**src/rtl/useq_pkg.sv**
```systemverilog
package useq_pkg;

  localparam int ADDR_W     = 5;
  localparam int DEPTH      = 1 << ADDR_W;
  localparam int OP_W       = 5;
  localparam int STAT_N     = 4;
  localparam int SRC_W      = $clog2(STAT_N);
  localparam int ALU_W      = 8;
  localparam int REG_W      = 8;
  localparam int NUM_OPS    = 11;
  localparam int EXEC_BASE  = 5;
  localparam int FETCH_LAST = 4;
  localparam int HALT_ADDR  = DEPTH - 1;

  // Strobes from the sequencer control to the flag datapath
  typedef struct packed {
    logic             setEn;
    logic             setSel;
    logic [SRC_W-1:0] setSrc;
  } flagStrobe_t;

  typedef struct packed {
    logic [ALU_W-1:0]  aluF;
    logic [REG_W-1:0]  regF;
    flagStrobe_t       setF;
    logic              condEn;
    logic              condSel;
    logic              dispatch;
    logic [ADDR_W-1:0] addr0;
    logic [ADDR_W-1:0] addr1;
  } uWord_t;

  // Builds one control-store entry from its micro-address
  function automatic uWord_t makeWord(input int a);
    uWord_t w;
    w       = '0;
    w.aluF  = ALU_W'(a);
    w.regF  = ~REG_W'(a);
    w.addr0 = ADDR_W'(HALT_ADDR);
    case (a)
      0, 1, 2, 3: w.addr0 = ADDR_W'(a + 1);
      4:          w.dispatch = 1'b1;
      5, 6, 7, 9, 11, 13, 14, 15, 17, 18, 21: w.addr0 = '0;
      8: begin
        w.setF  = '{setEn: 1'b1, setSel: 1'b0, setSrc: SRC_W'(2)};
        w.addr0 = ADDR_W'(16);
      end
      10: begin
        w.setF  = '{setEn: 1'b1, setSel: 1'b1, setSrc: SRC_W'(1)};
        w.addr0 = ADDR_W'(19);
      end
      12: begin
        w.setF  = '{setEn: 1'b1, setSel: 1'b0, setSrc: SRC_W'(0)};
        w.addr0 = ADDR_W'(20);
      end
      16: begin
        w.condEn  = 1'b1;
        w.condSel = 1'b0;
        w.addr0   = ADDR_W'(17);
        w.addr1   = ADDR_W'(18);
      end
      19: begin
        w.setF    = '{setEn: 1'b1, setSel: 1'b1, setSrc: SRC_W'(1)};
        w.condEn  = 1'b1;
        w.condSel = 1'b1;
        w.addr0   = ADDR_W'(19);
        w.addr1   = '0;
      end
      20: begin
        w.condEn  = 1'b1;
        w.condSel = 1'b0;
        w.addr0   = '0;
        w.addr1   = ADDR_W'(21);
      end
      default: w.addr0 = ADDR_W'(HALT_ADDR);
    endcase
    return w;
  endfunction

endpackage

```
**src/rtl/useq_store.sv**
```systemverilog
module useq_store
  import useq_pkg::*;
#(
  parameter int AW    = useq_pkg::ADDR_W,
  parameter int DEPTH = 1 << AW
) (
  input  logic [AW-1:0] addr,
  output uWord_t        word
);

  uWord_t romArr [DEPTH];

  generate
    for (genvar i = 0; i < DEPTH; i++) begin : g_rom
      assign romArr[i] = makeWord(i);
    end
  endgenerate

  assign word = romArr[addr];

endmodule

```
**src/rtl/useq_flags.sv**
```systemverilog
module useq_flags
  import useq_pkg::*;
#(
  parameter int SN = useq_pkg::STAT_N
) (
  input  logic          clk,
  input  logic          rst,
  input  flagStrobe_t   strobe,
  input  logic [SN-1:0] status,
  output logic [1:0]    flags
);

  logic [1:0] flagQ;
  logic       pick;

  assign pick = status[strobe.setSrc];

  always_ff @(posedge clk) begin
    if (rst) begin
      flagQ <= '0;
    end else begin
      for (int f = 0; f < 2; f++) begin
        if (strobe.setEn && (strobe.setSel == 1'(f))) flagQ[f] <= pick;
      end
    end
  end

  assign flags = flagQ;

  // the named flip-flop takes the chosen status digit
  a_r7_load: assert property (@(posedge clk) disable iff (rst)
    strobe.setEn |=> flags[$past(strobe.setSel)] == $past(status[strobe.setSrc]));

  // no load strobe leaves both flip-flops untouched
  a_r9_hold: assert property (@(posedge clk) disable iff (rst)
    !strobe.setEn |=> $stable(flags));

endmodule

```
**src/rtl/useq_ctrl.sv**
```systemverilog
module useq_ctrl
  import useq_pkg::*;
#(
  parameter int AW    = useq_pkg::ADDR_W,
  parameter int OW    = useq_pkg::OP_W,
  parameter int NOPS  = useq_pkg::NUM_OPS,
  parameter int EBASE = useq_pkg::EXEC_BASE
) (
  input  logic          clk,
  input  logic          rst,
  input  uWord_t        word,
  input  logic [OW-1:0] opcode,
  input  logic [1:0]    flags,
  output logic [AW-1:0] upc,
  output flagStrobe_t   strobe
);

  localparam logic [AW-1:0] HALT  = AW'((1 << AW) - 1);
  localparam logic [AW-1:0] FLAST = AW'(FETCH_LAST);

  logic [AW-1:0] upcQ;
  logic [AW-1:0] nextAddr;
  logic [AW-1:0] dispAddr;
  logic          opValid;
  logic          condBit;

  assign opValid  = opcode < OW'(NOPS);
  assign dispAddr = opValid ? (AW'(EBASE) + AW'(opcode)) : HALT;
  assign condBit  = flags[word.condSel];

  always_comb begin
    if (word.dispatch)                 nextAddr = dispAddr;
    else if (word.condEn && condBit)   nextAddr = word.addr1;
    else                               nextAddr = word.addr0;
  end

  always_ff @(posedge clk) begin
    if (rst) upcQ <= '0;
    else     upcQ <= nextAddr;
  end

  assign upc    = upcQ;
  assign strobe = word.setF;

  // fetch entries step forward by one
  a_r2_fetch_step: assert property (@(posedge clk) disable iff (rst)
    (upcQ < FLAST) |=> upcQ == $past(upcQ) + AW'(1));

  // a defined opcode enters its execution routine
  a_r3_dispatch: assert property (@(posedge clk) disable iff (rst)
    (word.dispatch && opcode < OW'(NOPS)) |=> upcQ == AW'(EBASE) + AW'($past(opcode)));

  // an undefined opcode goes to the halt entry
  a_r4_bad_opcode: assert property (@(posedge clk) disable iff (rst)
    (word.dispatch && opcode >= OW'(NOPS)) |=> upcQ == HALT);

  // the halt entry holds until reset
  a_r4_halt_loop: assert property (@(posedge clk) disable iff (rst)
    (upcQ == HALT) |=> upcQ == HALT);

  // unconditional orders follow the first address field
  a_r5_uncond: assert property (@(posedge clk) disable iff (rst)
    (!word.condEn && !word.dispatch) |=> upcQ == $past(word.addr0));

  // conditional orders follow the flip-flop value held during the step
  a_r6_cond: assert property (@(posedge clk) disable iff (rst)
    (word.condEn && !word.dispatch) |=>
      upcQ == ($past(flags[word.condSel]) ? $past(word.addr1) : $past(word.addr0)));

endmodule

```
**src/rtl/useq_top.sv**
```systemverilog
module useq_top
  import useq_pkg::*;
#(
  parameter int AW = useq_pkg::ADDR_W,
  parameter int OW = useq_pkg::OP_W,
  parameter int SN = useq_pkg::STAT_N,
  parameter int AL = useq_pkg::ALU_W,
  parameter int RG = useq_pkg::REG_W
) (
  input  logic          clk,
  input  logic          rst,
  input  logic [SN-1:0] statusIn,
  input  logic [OW-1:0] opcode,
  output logic [AL-1:0] aluCtl,
  output logic [RG-1:0] regCtl,
  output logic [AW-1:0] microAddr,
  output logic [1:0]    condFlags
);

  uWord_t        word;
  flagStrobe_t   strobe;
  logic [AW-1:0] upc;
  logic [1:0]    flags;

  useq_store #(.AW(AW)) u_store (
    .addr (upc),
    .word (word)
  );

  useq_ctrl #(.AW(AW), .OW(OW), .NOPS(NUM_OPS), .EBASE(EXEC_BASE)) u_ctrl (
    .clk    (clk),
    .rst    (rst),
    .word   (word),
    .opcode (opcode),
    .flags  (flags),
    .upc    (upc),
    .strobe (strobe)
  );

  useq_flags #(.SN(SN)) u_flags (
    .clk    (clk),
    .rst    (rst),
    .strobe (strobe),
    .status (statusIn),
    .flags  (flags)
  );

  assign aluCtl    = AL'(word.aluF);
  assign regCtl    = RG'(word.regF);
  assign microAddr = upc;
  assign condFlags = flags;

endmodule

```
**config.mk**
```make
export PLATFORM = sky130hd
export DESIGN_NAME = useq_top
export DESIGN_NICKNAME = d
export VERILOG_FILES = /design/src/rtl/useq_pkg.sv /design/src/rtl/useq_store.sv /design/src/rtl/useq_flags.sv /design/src/rtl/useq_ctrl.sv /design/src/rtl/useq_top.sv
export SDC_FILE = /design/constraint.sdc
export NUM_CORES = 1
export LEC_CHECK = 0
export CAP_MARGIN = 20
export CORE_ASPECT_RATIO = 0.75
export CORE_MARGIN = 5
export CORE_UTILIZATION = 44
export CTS_CLUSTER_SIZE = 24
export DETAILED_ROUTE_END_ITERATION = 6
export GPL_ROUTABILITY_DRIVEN = 0
export PLACE_DENSITY = 0.9
export SYNTH_ARGS = -nofsm -noshare
export SYNTH_HDL_FRONTEND = slang
export SYNTH_HIERARCHICAL = 1
export SYNTH_SLANG_ARGS = --single-unit
```
**constraint.sdc**
```tcl
create_clock -name clk -period 2.1 [get_ports clk]
set_input_delay 0.315 -clock clk [delete_from_list [all_inputs] [get_ports clk]]
set_output_delay 0.315 -clock clk [all_outputs]
set_load 0.02 [all_outputs]
```
# After elaboration in Yosys (flattened, before gate mapping)
# Memory sizes are Yosys's and may differ from the RTL's.
# Index checks and enable logic that the tools add are counted.
[classes]
shifts = 0
n_lt_le_gt_ge = 4
mux = 9
n_eq_ne = 0
mul = 0
bitwise_logic = 2
n_addsub = 1
div = 0
reduce_logical = 3
[op_table]
columns = ["operator", "count"]
rows = [
  ["2-to-1 mux 33 bit", 2],
  ["2-to-1 mux 5 bit", 3],
  [">= comparator 6 bit, second input constant", 1],
  ["inverter 5 -> 6 bit", 1],
  ["adder 3 x 5 -> 5 bit, first input constant", 1],
  ["less-than comparator 5 x 4 -> 1 bit, second input constant", 1],
  ["logical AND 1 bit", 3],
  ["less-than comparator 2 x 3 -> 1 bit, second input constant", 1],
  ["2-to-1 mux 1 bit", 3],
  ["binary-select mux 1 bit (select 2 bit)", 1],
  ["less-than comparator 1 x 2 -> 1 bit, second input constant", 1],
  ["inverter 1 bit", 1],
]
[word_totals]
n_memories = 1
latchBits = 0
mem_bits_ro = 1056
mem_bits_rw = 0
ff_bits = 7
inputBits = 11
output_inout_bits = 23
elab_cells = 23
[memory_table]
columns = ["memory", "words", "width", "read_ports", "rd_clocked_by_memory_dff", "wr", "line_no", "text"]
rows = [
  ["(name not given)", 32, 33, 1, 0, 0, "useq_store.sv:19", "assign word = romArr[addr];"],
]

# Depth between registers and ports, before layout
# Gate-level depths: netlist of run 1.
[logic_depth]
word_depth = 9
ltp_mapped = 9
depth_no_buf = 8

# Cells and area by module
# The synthesis of run 1 kept the hierarchy.
[by_module_without_submodules]
columns = ["mod", "area_per_inst_um2", "n_inst", "seq_area_each_um2", "cells_each"]
rows = [
  ["useq_store", 440.4, 1, 0.0, 66],
  ["useq_ctrl", 364.1, 1, 100.1, 43],
  ["useq_flags", 126.4, 1, 40.0, 13],
]

# Worst setup path after synthesis of run 1
# Ideal clock, no wire load.
[synth_path]
kind = "register -> register"
from = "reg u_ctrl.upcQ[0] (netlist: u_ctrl/upc[0])"
to = "reg u_ctrl.upcQ[3] (netlist: u_ctrl/upc[3])"
n_path_buf = 0
setup_ns = 0.120
path_stages_with_launch = 6
t_required_ns = 1.980
slack_ns = 0.028
synth_period_minus_slack_ns = 2.072
arrival_time_ns = 1.952
cell_sequence = "dfxtp_1 inv_1 ha_1 a211oi_1 a21boi_0 o31a_1"
[synth_rtl]
columns = ["item", "line_no", "text"]
rows = [
  ["start: declaration", "useq_ctrl.sv:21", "logic [AW-1:0] upcQ;"],
  ["start signal: assignment", "useq_ctrl.sv:39", "else upcQ <= nextAddr;"],
]

==> metrics.cfg, run 1 <==
[status]
run_status = complete, no violations

[global_route]
groute.layer.met2.usage_pct = 26.8
maximum_number_of_pins_on_one_net_before_global_route_repair = 14
groute.usage.overall_pct = 15.1
grtUsageMet1_pct = 17.0
global_route.overflow_total = 0
grt_antenna_before_repair = 0
wire_length_of_the_first_global_routing_pass_um = 3840
vias_in_the_first_global_route = 855
met3_grt_util_pct = 2.05
grt_busiest_layer = met2

[timing]
final_hold_violation_count = 0
unrepaired_setup_endpoints_after_global_routing = no
min_period_over_period_pct = 91.2
fin_crit_ns = 1.91
tns_ns = 0
max_freq_mhz = 522
timing.final.setup_violations = 0
skew_ns = 0.000630
timing.final.max_slew_violations = 0
timing.hold.ws_ns = 0.505

[route]
ant_nets = 0
route.detailed.drc = 0
wire_length_after_detailed_routing_um = 2310
detail_route.iter0.violations = 38
drt_pre_antenna_iters = 4
drt-vias-per-instance = 5.41
vias = 892
wl_cell_um = 14.0

[floorplan]
floorplan.die.height_um = 49.8
initial_core_util_pct = 46.2
placement_rows = 14
floorplan.die.width_um = 63.1
dieArea_mm2 = 0.00315
coreArea_mm2 = 0.00201
io_pins = 34

[power]
power_leakage_uw = 0.000497
irDropWorstVdd_mv = 0.797
sum_of_internal_switching_and_leakage_power_uw = 1460
power.density_mw_per_mm2 = 1270

[critical_path]
ff_to_ff_start = u_ctrl/upc[0]
worst-r2r-cell-count = 6
critPathCapture = u_ctrl/upc[4]
crit-reg2reg-capture = u_ctrl/upc[4]
critPathCaptureType = flop
timing.critical_path.fanout_max = 12
r2r_setup_slack_ns = 0.19
startpoint = u_ctrl/upc[0]
worstPathRequired_ns = 2.23
cp-start-kind = flop
path_class = flop to flop
worstPathArrival_ns = 2.05

[yosys]
synth-async-reset-ratio_pct = 0
yosysTopAreaCellShare_pct = 15.1
synthesis.instances = 122
synth_top_flop_cell = dfxtp_1
synth_most_common_cell = buf_4
synth_area_um2 = 931
synth_cell_count_leaders = 18 x buf_4, 10 x inv_1, 10 x nor2_1
synth_top_area_cell = dfxtp_1
ys_ff_latch = 7
synth_edf_count = 0
synthTopCellsByArea = dfxtp_1 15%, buf_4 15%, ha_1 6.7%, inv_1 4.0%, nor2_1 4.0%
synth-seq-area-share_pct = 15.1
synth_warnings = 6
syn_avg_cell_area_um2 = 7.63
synth.lib_cells_used.distinct = 45

[min_path]
tightest_hold_check_type = flop to flop
worstHoldStart = u_flags/flags[1]

[layout]
regArea_um2 = 140
stdcell_count = 165
finish.net_count = 158
multi_input_logic_area_um2 = 611
num_antenna_cells = 0
num-fill-cells = 194
area_growth_pct = 23.7
layout-drive-gt1-share_pct = 15.6

[cts]
worst_setup_hold_path_clk_slew_ns = 0.05
h-tree-depth = 1
cts_inserted_buffers = 3
clk-insertion-delay-late_ns = 0.25
clock_tree.buffer_depth = 2
postCtsSetupRepairBufs = 0
clockRootBuffer = clkbuf_4
tritoncts_num_sinks = 7
cts_tree = built
hold_buffers = 0

[run]
maxCapViolations = 0

[placed_design]
dpl.hpwl_um = 1900
dpl.cell_count = 161
io_buffers = 27

## power breakdown
group          leakage [uW]  total, uW  switching [uW]  internal [uW]
Clock             0.0000150        122            49.3           72.5
Sequential        0.0000572        234            56.1            178
Combinational      0.000424       1100             588            516
Total              0.000497       1460             693            766
## cell usage in the layout (no fill, tap or decap), types with 3 or more instances in the layout
master,instances
a211oi_1,3
nand2_1,5
nor2_1,10
dfxtp_1,7
a21oi_1,4
clkdlybuf4s50_1,26
nand3_1,6
conb_1,7
o21ai_0,3
clkbuf_4,3
and2_1,3
o211ai_1,4
inv_1,10
buf_4,5
ha_1,5
## cell type report
| type | instances | area share, % |
|---|---|---|
| Sequential cell | 7 | 12.2 |
| Clock buffer | 4 | 2.28 |
| Tap cell | 24 | 2.61 |
| Inverter | 10 | 3.26 |
| Multi-Input combinational cell | 88 | 53.0 |
| Timing Repair Buffer | 32 | 26.6 |
## timing repair
item | 4_1_cts | 5_1_grt
resized for setup | 1 | 0
endpoints found under the hold margin | 0 | 0
setup endpoints to repair | 1 | 0
## critical path, cell delays in order, from the launching register on
cell      delay (ns)
dfxtp_1         0.41
inv_1           0.12
ha_1            0.27
and4bb_2        0.34
a21oi_1         0.18
nand3_1         0.12
o311a_1         0.36
## metal layers
layer / up-vias / part of all wire [%]
li1: 443 / -
met1: 401 / 43
met2: 44 / 48
met3: 4 / 6.2
met4: 0 / 2.0
met5: - / 0
## logic make-up after synthesis
group,after synthesis,synth area share (%)
other,2,0.807
buffers and inverters,32,21.4
AO/OA/AOI/OAI,28,21.8
AND/OR/NAND/NOR,43,27.8
XOR/XNOR,1,0.941
adder cells (fa/ha/maj),5,6.72
flip-flops,7,15.1
multiplexers,4,5.51
## through the flow
step | worst slack [ns] | utilization [%] | instance area (um^2)
floorplan | 0.0283 | - | 950
global placement | 0.292 | 55.9 | 1130
detailed placement | 0.205 | 55.9 | 1130
CTS | 0.197 | 57.1 | 1150
global route | 0.0598 | 57.1 | 1150
finish | 0.186 | 57.1 | 1150
## sequential cells by signal, summed over array words and instances, names as in the netlist
name           cells
u_ctrl/upc         5
u_flags/flags      2
## worst min-delay path by stage
stage,to,slack [ns],cells past startpoint
6_report,u_flags/flags[1],0.50,2
5_1_grt,u_flags/flags[1],0.53,2
4_1_cts,u_flags/flags[1],0.51,2
3_5_place_dp,u_flags/flags[1],0.50,2
3_3_place_gp,u_flags/flags[1],0.48,2
2_1_floorplan,u_ctrl/upc[2],0.39,1
Note: power is estimated with default switching activity, not from simulation.
==> run 2, diff against run 1 <==
==> constraint.sdc (replaced) <==
create_clock -name clk -period 2.1 [get_ports clk]
set_input_delay 0.42 -clock clk [delete_from_list [all_inputs] [get_ports clk]]
set_output_delay 0.42 -clock clk [all_outputs]
set_load 0.02 [all_outputs]
==> run 2 against run 1 <==
  * The run now ends with DRC left
  * Hold slack gained 0.025 ns
  * Clock skew is 0.0040 ns higher
  * Final cell count stayed put
  * Combinational power is 4% higher
  * Via count up 2.7%
  * Sequential cell count unchanged
  * Non-clock buffer count unchanged
  * Critical path type is now flop to output pin
  * Largest cell class unchanged
==> metrics.cfg, run 2 (synthesis results as in run 1) <==
[global_route]
wire_length_of_the_first_global_routing_pass_um = 4120  ; was 3840 um
groute.usage.overall_pct = 16.6  ; was 15.1%
met3_grt_util_pct = 5.00  ; was 2.05%
vias_in_the_first_global_route = 938  ; was 855
maximum_number_of_pins_on_one_net_before_global_route_repair = 15  ; was 14
global_route.overflow_total = 0  ; unchanged
groute.layer.met2.usage_pct = 28.3  ; was 26.8%
grt_busiest_layer = met2  ; unchanged
grt_antenna_before_repair = 0  ; unchanged
grtUsageMet1_pct = 17.1  ; was 17.0%

[cts]
postCtsSetupRepairBufs = 0  ; unchanged
post_cts_resized = 1  ; unchanged
tritoncts_num_sinks = 7  ; unchanged
cts_tree = built  ; unchanged
hold_buffers = 0  ; unchanged
h-tree-depth = 1  ; unchanged
clockRootBuffer = clkbuf_4  ; unchanged
clock_tree.buffer_depth = 2  ; unchanged
cts_inserted_buffers = 3  ; unchanged
clk-insertion-delay-late_ns = 0.26  ; was 0.25 ns
worst_setup_hold_path_clk_slew_ns = 0.05  ; about the same

[power]
sum_of_internal_switching_and_leakage_power_uw = 1480  ; was 1460 uW
power.density_mw_per_mm2 = 1280  ; was 1270 mW/mm^2
irDropWorstVdd_mv = 1.02  ; was 0.797 mV
power_leakage_uw = 0.000497  ; about the same

[timing]
skew_ns = 0.00466  ; was 0.000630 ns
tns_ns = 0  ; unchanged
final_hold_violation_count = 0  ; unchanged
finalWorstSetupSlack_ns = 0.137  ; was 0.186 ns
unrepaired_setup_endpoints_after_global_routing = no  ; unchanged
max_freq_mhz = 509  ; was 522 MHz
timing.final.setup_violations = 0  ; unchanged
timing.final.max_slew_violations = 0  ; unchanged
fin_crit_ns = 1.96  ; was 1.91 ns
min_period_over_period_pct = 93.5  ; was 91.2%

[floorplan]
initial_core_util_pct = 46.2  ; unchanged
coreArea_mm2 = 0.00201  ; unchanged
floorplan.die.width_um = 63.1  ; unchanged
placement_rows = 14  ; unchanged
io_pins = 34  ; unchanged
floorplan.die.height_um = 49.8  ; unchanged
dieArea_mm2 = 0.00315  ; unchanged

[placed_design]
io_buffers = 27  ; unchanged
dpl_worst_slack_ns = 0.131  ; was 0.205 ns
dpl.hpwl_um = 2000  ; was 1900 um

[critical_path]
cp-start-kind = flop  ; unchanged
worstPathRequired_ns = 1.68  ; was 2.23 ns
r2r_setup_slack_ns = 0.22  ; was 0.19 ns
worst-r2r-cell-count = 6  ; unchanged
timing.critical_path.fanout_max = 13  ; was 12
path_class = flop to output pin  ; was flop to flop
critPathCaptureType = output pin  ; was flop
worstPathArrival_ns = 1.54  ; was 2.05 ns

[layout]
num_antenna_cells = 0  ; unchanged
layout.cells.most_common = clkdlybuf4s50_1  ; unchanged
num-fill-cells = 166  ; was 194
layout-drive-gt1-share_pct = 17.0  ; was 15.6%
multi_input_logic_area_um2 = 611  ; unchanged
regArea_um2 = 143  ; was 140 um^2
area_growth_pct = 23.9  ; was 23.7%
final_cell_mix = 26 x clkdlybuf4s50_1, 10 x nor2_1, 10 x inv_1, 7 x conb_1, 6 x nand3_1  ; was 26 x clkdlybuf4s50_1, 10 x nor2_1, 10 x inv_1, 7 x dfxtp_1, 7 x conb_1
flip_flop_count_of_the_largest_register_after_layout = 5  ; unchanged
finish.net_count = 158  ; unchanged

[route]
drt_pre_antenna_iters = 7  ; was 4
drt-vias-per-instance = 5.55  ; was 5.41
wire_length_after_detailed_routing_um = 2480  ; was 2310 um
ant_nets = 0  ; unchanged
route.detailed.drc = 1  ; was 0
wl_cell_um = 15.1  ; was 14.0 um
vias = 916  ; was 892
detail_route.iter0.violations = 51  ; was 38

[status]
run_status = complete, but fails checks  ; was complete, no violations
failed_checks = DRC

[run]
maxCapViolations = 0  ; unchanged

[min_path]
number_of_cells_on_the_worst_hold_path = 2  ; unchanged
tightest_hold_check_type = flop to flop  ; unchanged

-- run 2: area by class of cell --
type,count,share of cell area [%]
multi-input combinational,88,52.9
timing repair buffer,32,26.6
sequential,7,12.4
inverter,10,3.25
tap,24,2.60
clock buffer,4,2.28
-- run 2: worst paths after layout --
kind	startpoint	endpoint
setup / recovery	u_ctrl/upc[2]	regCtl[2]
hold / removal	u_flags/flags[1]	u_flags/flags[1]
setup reg to reg	u_ctrl/upc[0]	u_ctrl/upc[1]
hold reg to reg	u_flags/flags[1]	u_flags/flags[1]
-- run 2: stage by stage --
stage | cells | utilization [%] | hold WS [ns] | cell area (um^2)
floorplan | 127 | - | 0.496 | 950
global placement | 161 | 55.9 | 0.480 | 1130
detailed placement | 161 | 55.9 | 0.512 | 1130
CTS | 165 | 57.1 | 0.522 | 1150
global route | 165 | 57.3 | 0.549 | 1150
finish | 165 | 57.3 | 0.529 | 1150
-- run 2: where the power goes --
part	internal, uW	switching (uW)
combinational	518	618
sequential	181	39.7
clock	72.7	52.5
-- run 2: per-layer routing --
metal,vias to the layer above,wire length (um)
met3,6,210
met1,423,937
met4,0,82
met5,-,0
li1,439,-
met2,48,1250
-- run 2: critical path: stages (launching register included) --
cell	delay, ns
dfxtp_1	0.31
buf_4	0.17
inv_1	0.16
clkdlybuf4s50_1	0.64
==> run 3, diff against run 2 <==
- ABC_AREA: unset -> 1
==> run 3 against run 2 <==
  * Clock-buffer cell count stayed put
  * Critical path type unchanged
  * Global-route usage is 3.6 points lower
  * Sequential share of layout area is 0.17 points lower
  * Sequential power is 12% higher
  * Combinational power hardly changed
  * Clock skew is 0.00094 ns lower
  * Core utilization is 0.31 points higher
  * Synthesized area is 0.40% higher
  * Largest power group unchanged
  * Maximum frequency is 0.96% higher
  * The flow now finishes without violations
  * Worst setup slack better by 0.019 ns
  * Critical endpoint is now microAddr[4]
  * Synthesized cell count is 30% higher
  * Non-clock buffer count stayed put
==> metrics.cfg, run 3 <==
[critical_path]
r2r_setup_slack_ns = 0.44  ; was 0.22 ns
worstPathRequired_ns = 1.68  ; about the same
crit-reg2reg-capture = u_ctrl/upc[3]  ; was u_ctrl/upc[1]
path_class = flop to output pin  ; unchanged
worst-r2r-cell-count = 10  ; was 6
critical_path.n_buffers_inverters = 2  ; was 3
timing.critical_path.cells = buf_4, clkdlybuf4s50_1  ; was buf_4, inv_1, clkdlybuf4s50_1
cp_slowest_cell = clkdlybuf4s50_1  ; unchanged
worstPathArrival_ns = 1.52  ; was 1.54 ns
cp-start-kind = flop  ; unchanged
path_delay_family = buffers and inverters  ; unchanged
crit_path_max_incr_delay_ns = 0.60  ; was 0.64 ns
ff_to_ff_start = u_ctrl/upc[1]  ; was u_ctrl/upc[0]
critPathCaptureType = output pin  ; unchanged
timing.critical_path.fanout_max = 7  ; was 13

[route]
wl_met3_um = 169  ; was 210 um
wire_length_after_detailed_routing_um = 2070  ; was 2480 um
wl_cell_um = 10.1  ; was 15.1 um
drt_pre_antenna_iters = 4  ; was 7
ant_nets = 0  ; unchanged
route.detailed.drc = 0  ; was 1
vias = 986  ; was 916
detail_route.iter0.violations = 70  ; was 51
routedLengthMet1_um = 982  ; was 937 um
top_layer = met4  ; unchanged
wl_met2_um = 900  ; was 1250 um
drt-vias-per-instance = 4.83  ; was 5.55

[timing]
skew_ns = 0.00372  ; was 0.00466 ns
fin_crit_ns = 1.94  ; was 1.96 ns
final_hold_violation_count = 0  ; unchanged
timing.final.max_slew_violations = 0  ; unchanged
max_freq_mhz = 514  ; was 509 MHz
tns_ns = 0  ; unchanged
unrepaired_setup_endpoints_after_global_routing = no  ; unchanged
timing.final.setup_violations = 0  ; unchanged
min_period_over_period_pct = 92.6  ; was 93.5%

[layout]
num-fill-cells = 197  ; was 166
area_growth_pct = 24.1  ; was 23.9%
layout-drive-gt1-share_pct = 12.8  ; was 17.0%
layout.cells.most_common = nand2_1  ; was clkdlybuf4s50_1
final_cell_mix = 36 x nand2_1, 27 x inv_1, 26 x clkdlybuf4s50_1, 20 x nand3_1, 11 x nor2_1  ; was 26 x clkdlybuf4s50_1, 10 x nor2_1, 10 x inv_1, 7 x conb_1, 6 x nand3_1
num_antenna_cells = 0  ; unchanged
flip_flop_count_of_the_largest_register_after_layout = 5  ; unchanged
finish.net_count = 197  ; was 158

[power]
irDropWorstVdd_mv = 0.898  ; was 1.02 mV
power.share.clock_pct = 8.0  ; was 8.5%
internal_power_uw = 736  ; was 771 uW
sw_frac_of_total_pct = 51.1  ; was 47.9%
comb_power_share_pct = 75.6  ; was 76.6%
power_leakage_uw = 0.000609  ; was 0.000497 uW
power.density_mw_per_mm2 = 1300  ; was 1280 mW/mm^2
seqPwrFrac_pct = 16.5  ; was 14.9%
p_sw_uw = 769  ; was 710 uW
sum_of_internal_switching_and_leakage_power_uw = 1500  ; was 1480 uW

[yosys]
synth-seq-area-share_pct = 15.0  ; was 15.1%
synth_warnings = 6  ; unchanged
synth_most_common_cell = nand2_1  ; was buf_4
ys_ff_latch = 7  ; unchanged
synthesis.instances = 159  ; was 122
syn_avg_cell_area_um2 = 5.88  ; was 7.63 um^2
synth.lib_cells_used.distinct = 24  ; was 45
synth-async-reset-ratio_pct = 0  ; unchanged
synth_cell_count_leaders = 36 x nand2_1, 27 x inv_1, 20 x nand3_1  ; was 18 x buf_4, 10 x inv_1, 10 x nor2_1
synth_top_flop_cell = dfxtp_1  ; unchanged
yosysTopAreaCellShare_pct = 15.0  ; was 15.1%
synth_area_um2 = 935  ; was 931 um^2
synth_edf_count = 0  ; unchanged
synthTopCellsByArea = dfxtp_1 15%, buf_4 14%, nand2_1 14%, inv_1 11%, nand3_1 11%  ; was dfxtp_1 15%, buf_4 15%, ha_1 6.7%, inv_1 4.0%, nor2_1 4.0%
synth_top_area_cell = dfxtp_1  ; unchanged

[global_route]
maximum_number_of_pins_on_one_net_before_global_route_repair = 9  ; was 15
grt_antenna_before_repair = 0  ; unchanged
groute.usage.overall_pct = 12.9  ; was 16.6%
wire_length_of_the_first_global_routing_pass_um = 3450  ; was 4120 um
global_route.overflow_total = 0  ; unchanged
vias_in_the_first_global_route = 836  ; was 938

[cts]
h-tree-depth = 1  ; unchanged
worst_setup_hold_path_clk_slew_ns = 0.05  ; about the same
hold_buffers = 0  ; unchanged
clock_tree.buffer_depth = 2  ; unchanged
postCtsSetupRepairBufs = 0  ; unchanged
post_cts_resized = 2  ; was 1
tritoncts_num_sinks = 7  ; unchanged
clockRootBuffer = clkbuf_4  ; unchanged
cts_tree = built  ; unchanged
clk-insertion-delay-late_ns = 0.25  ; was 0.26 ns
cts_inserted_buffers = 3  ; unchanged

[run]
maxCapViolations = 0  ; unchanged

[floorplan]
initial_core_util_pct = 46.4  ; was 46.2%
floorplan.die.height_um = 49.9  ; was 49.8 um
dieArea_mm2 = 0.00316  ; was 0.00315 mm^2
coreArea_mm2 = 0.00201  ; unchanged
placement_rows = 14  ; unchanged
io_pins = 34  ; unchanged
floorplan.die.width_um = 63.2  ; was 63.1 um

[min_path]
tightest_hold_check_type = flop to flop  ; unchanged
terminating_pin_of_the_worst_hold_path = u_flags/flags[0]  ; was u_flags/flags[1]
number_of_cells_on_the_worst_hold_path = 2  ; unchanged
worstHoldStart = u_flags/flags[0]  ; was u_flags/flags[1]

[placed_design]
io_buffers = 27  ; unchanged
dpl.hpwl_um = 1700  ; was 2000 um

[status]
run_status = complete, no violations  ; was complete, but fails checks

## run 3: cell types whose count changed in the layout (fill, tap and decap cells not counted), moves of 4 or more
cell	change
nand3_1	+14
inv_1	+17
nand2_1	+31
inv_2	+4
nand4_1	+4
## run 3: metal layers
metal	up-vias	GRT usage [%]
li1	509	-
met1	432	17.1
met2	43	20.6
met3	2	2.50
met4	0	4.84
met5	-	0
## run 3: per-stage QoR
stage / hold slack [ns] / cell area [um^2] / worst slack [ns] / utilization, % / instances
floorplan: 0.482 / 953 / 0.236 / - / 164
global placement: 0.557 / 1130 / 0.205 / 56.3 / 200
detailed placement: 0.567 / 1130 / 0.126 / 56.3 / 200
CTS: 0.577 / 1160 / 0.142 / 57.6 / 204
global route: 0.600 / 1160 / 0.0703 / 57.6 / 204
finish: 0.594 / 1160 / 0.156 / 57.6 / 204
## run 3: worst max-delay path by stage
stage / startpoint / endpoint / slack (ns) / cells past startpoint
detailed placement: u_ctrl/upc[1] / regCtl[0] / 0.13 / 7
CTS: u_ctrl/upc[4] / microAddr[4] / 0.14 / 2
floorplan: u_ctrl/upc[0] / u_ctrl/upc[3] / 0.24 / 10
global placement: u_ctrl/upc[1] / regCtl[0] / 0.21 / 7
finish: u_ctrl/upc[4] / microAddr[4] / 0.16 / 2
global route: u_ctrl/upc[1] / regCtl[0] / 0.07 / 7
## run 3: layout make-up
cell class | count | area [um^2] | share of cell area, %
Multi-Input combinational cell | 105 | 533 | 46.0
Timing Repair Buffer | 32 | 307 | 26.4
Tap cell | 24 | 30.0 | 2.59
Inverter | 32 | 123 | 10.6
Sequential cell | 7 | 141 | 12.2
Clock buffer | 4 | 26.3 | 2.27
## run 3: cells by family after synthesis
family	share of synthesized area, %
xor gates and xnor gates	0.937
other	0.804
DFF	15.0
AOI/OAI and AO/OA	7.50
buffers and inverters	30.0
adders and majority gates	6.69
and+or+nand+nor	39.1
## run 3: power by group through the flow
stage	combinational, uW	clock (uW)	sequential, uW
floorplan	772	0	286
global placement	1130	0	244
detailed placement	1130	0	250
CTS	1130	123	249
global route	1240	136	259
finish	1140	120	248
## run 3: tightest hold or removal path, cell delays in order (launching register included)
cell,delay [ns]
dfxtp_1,0.33
o21ai_0,0.18
a21oi_1,0.04
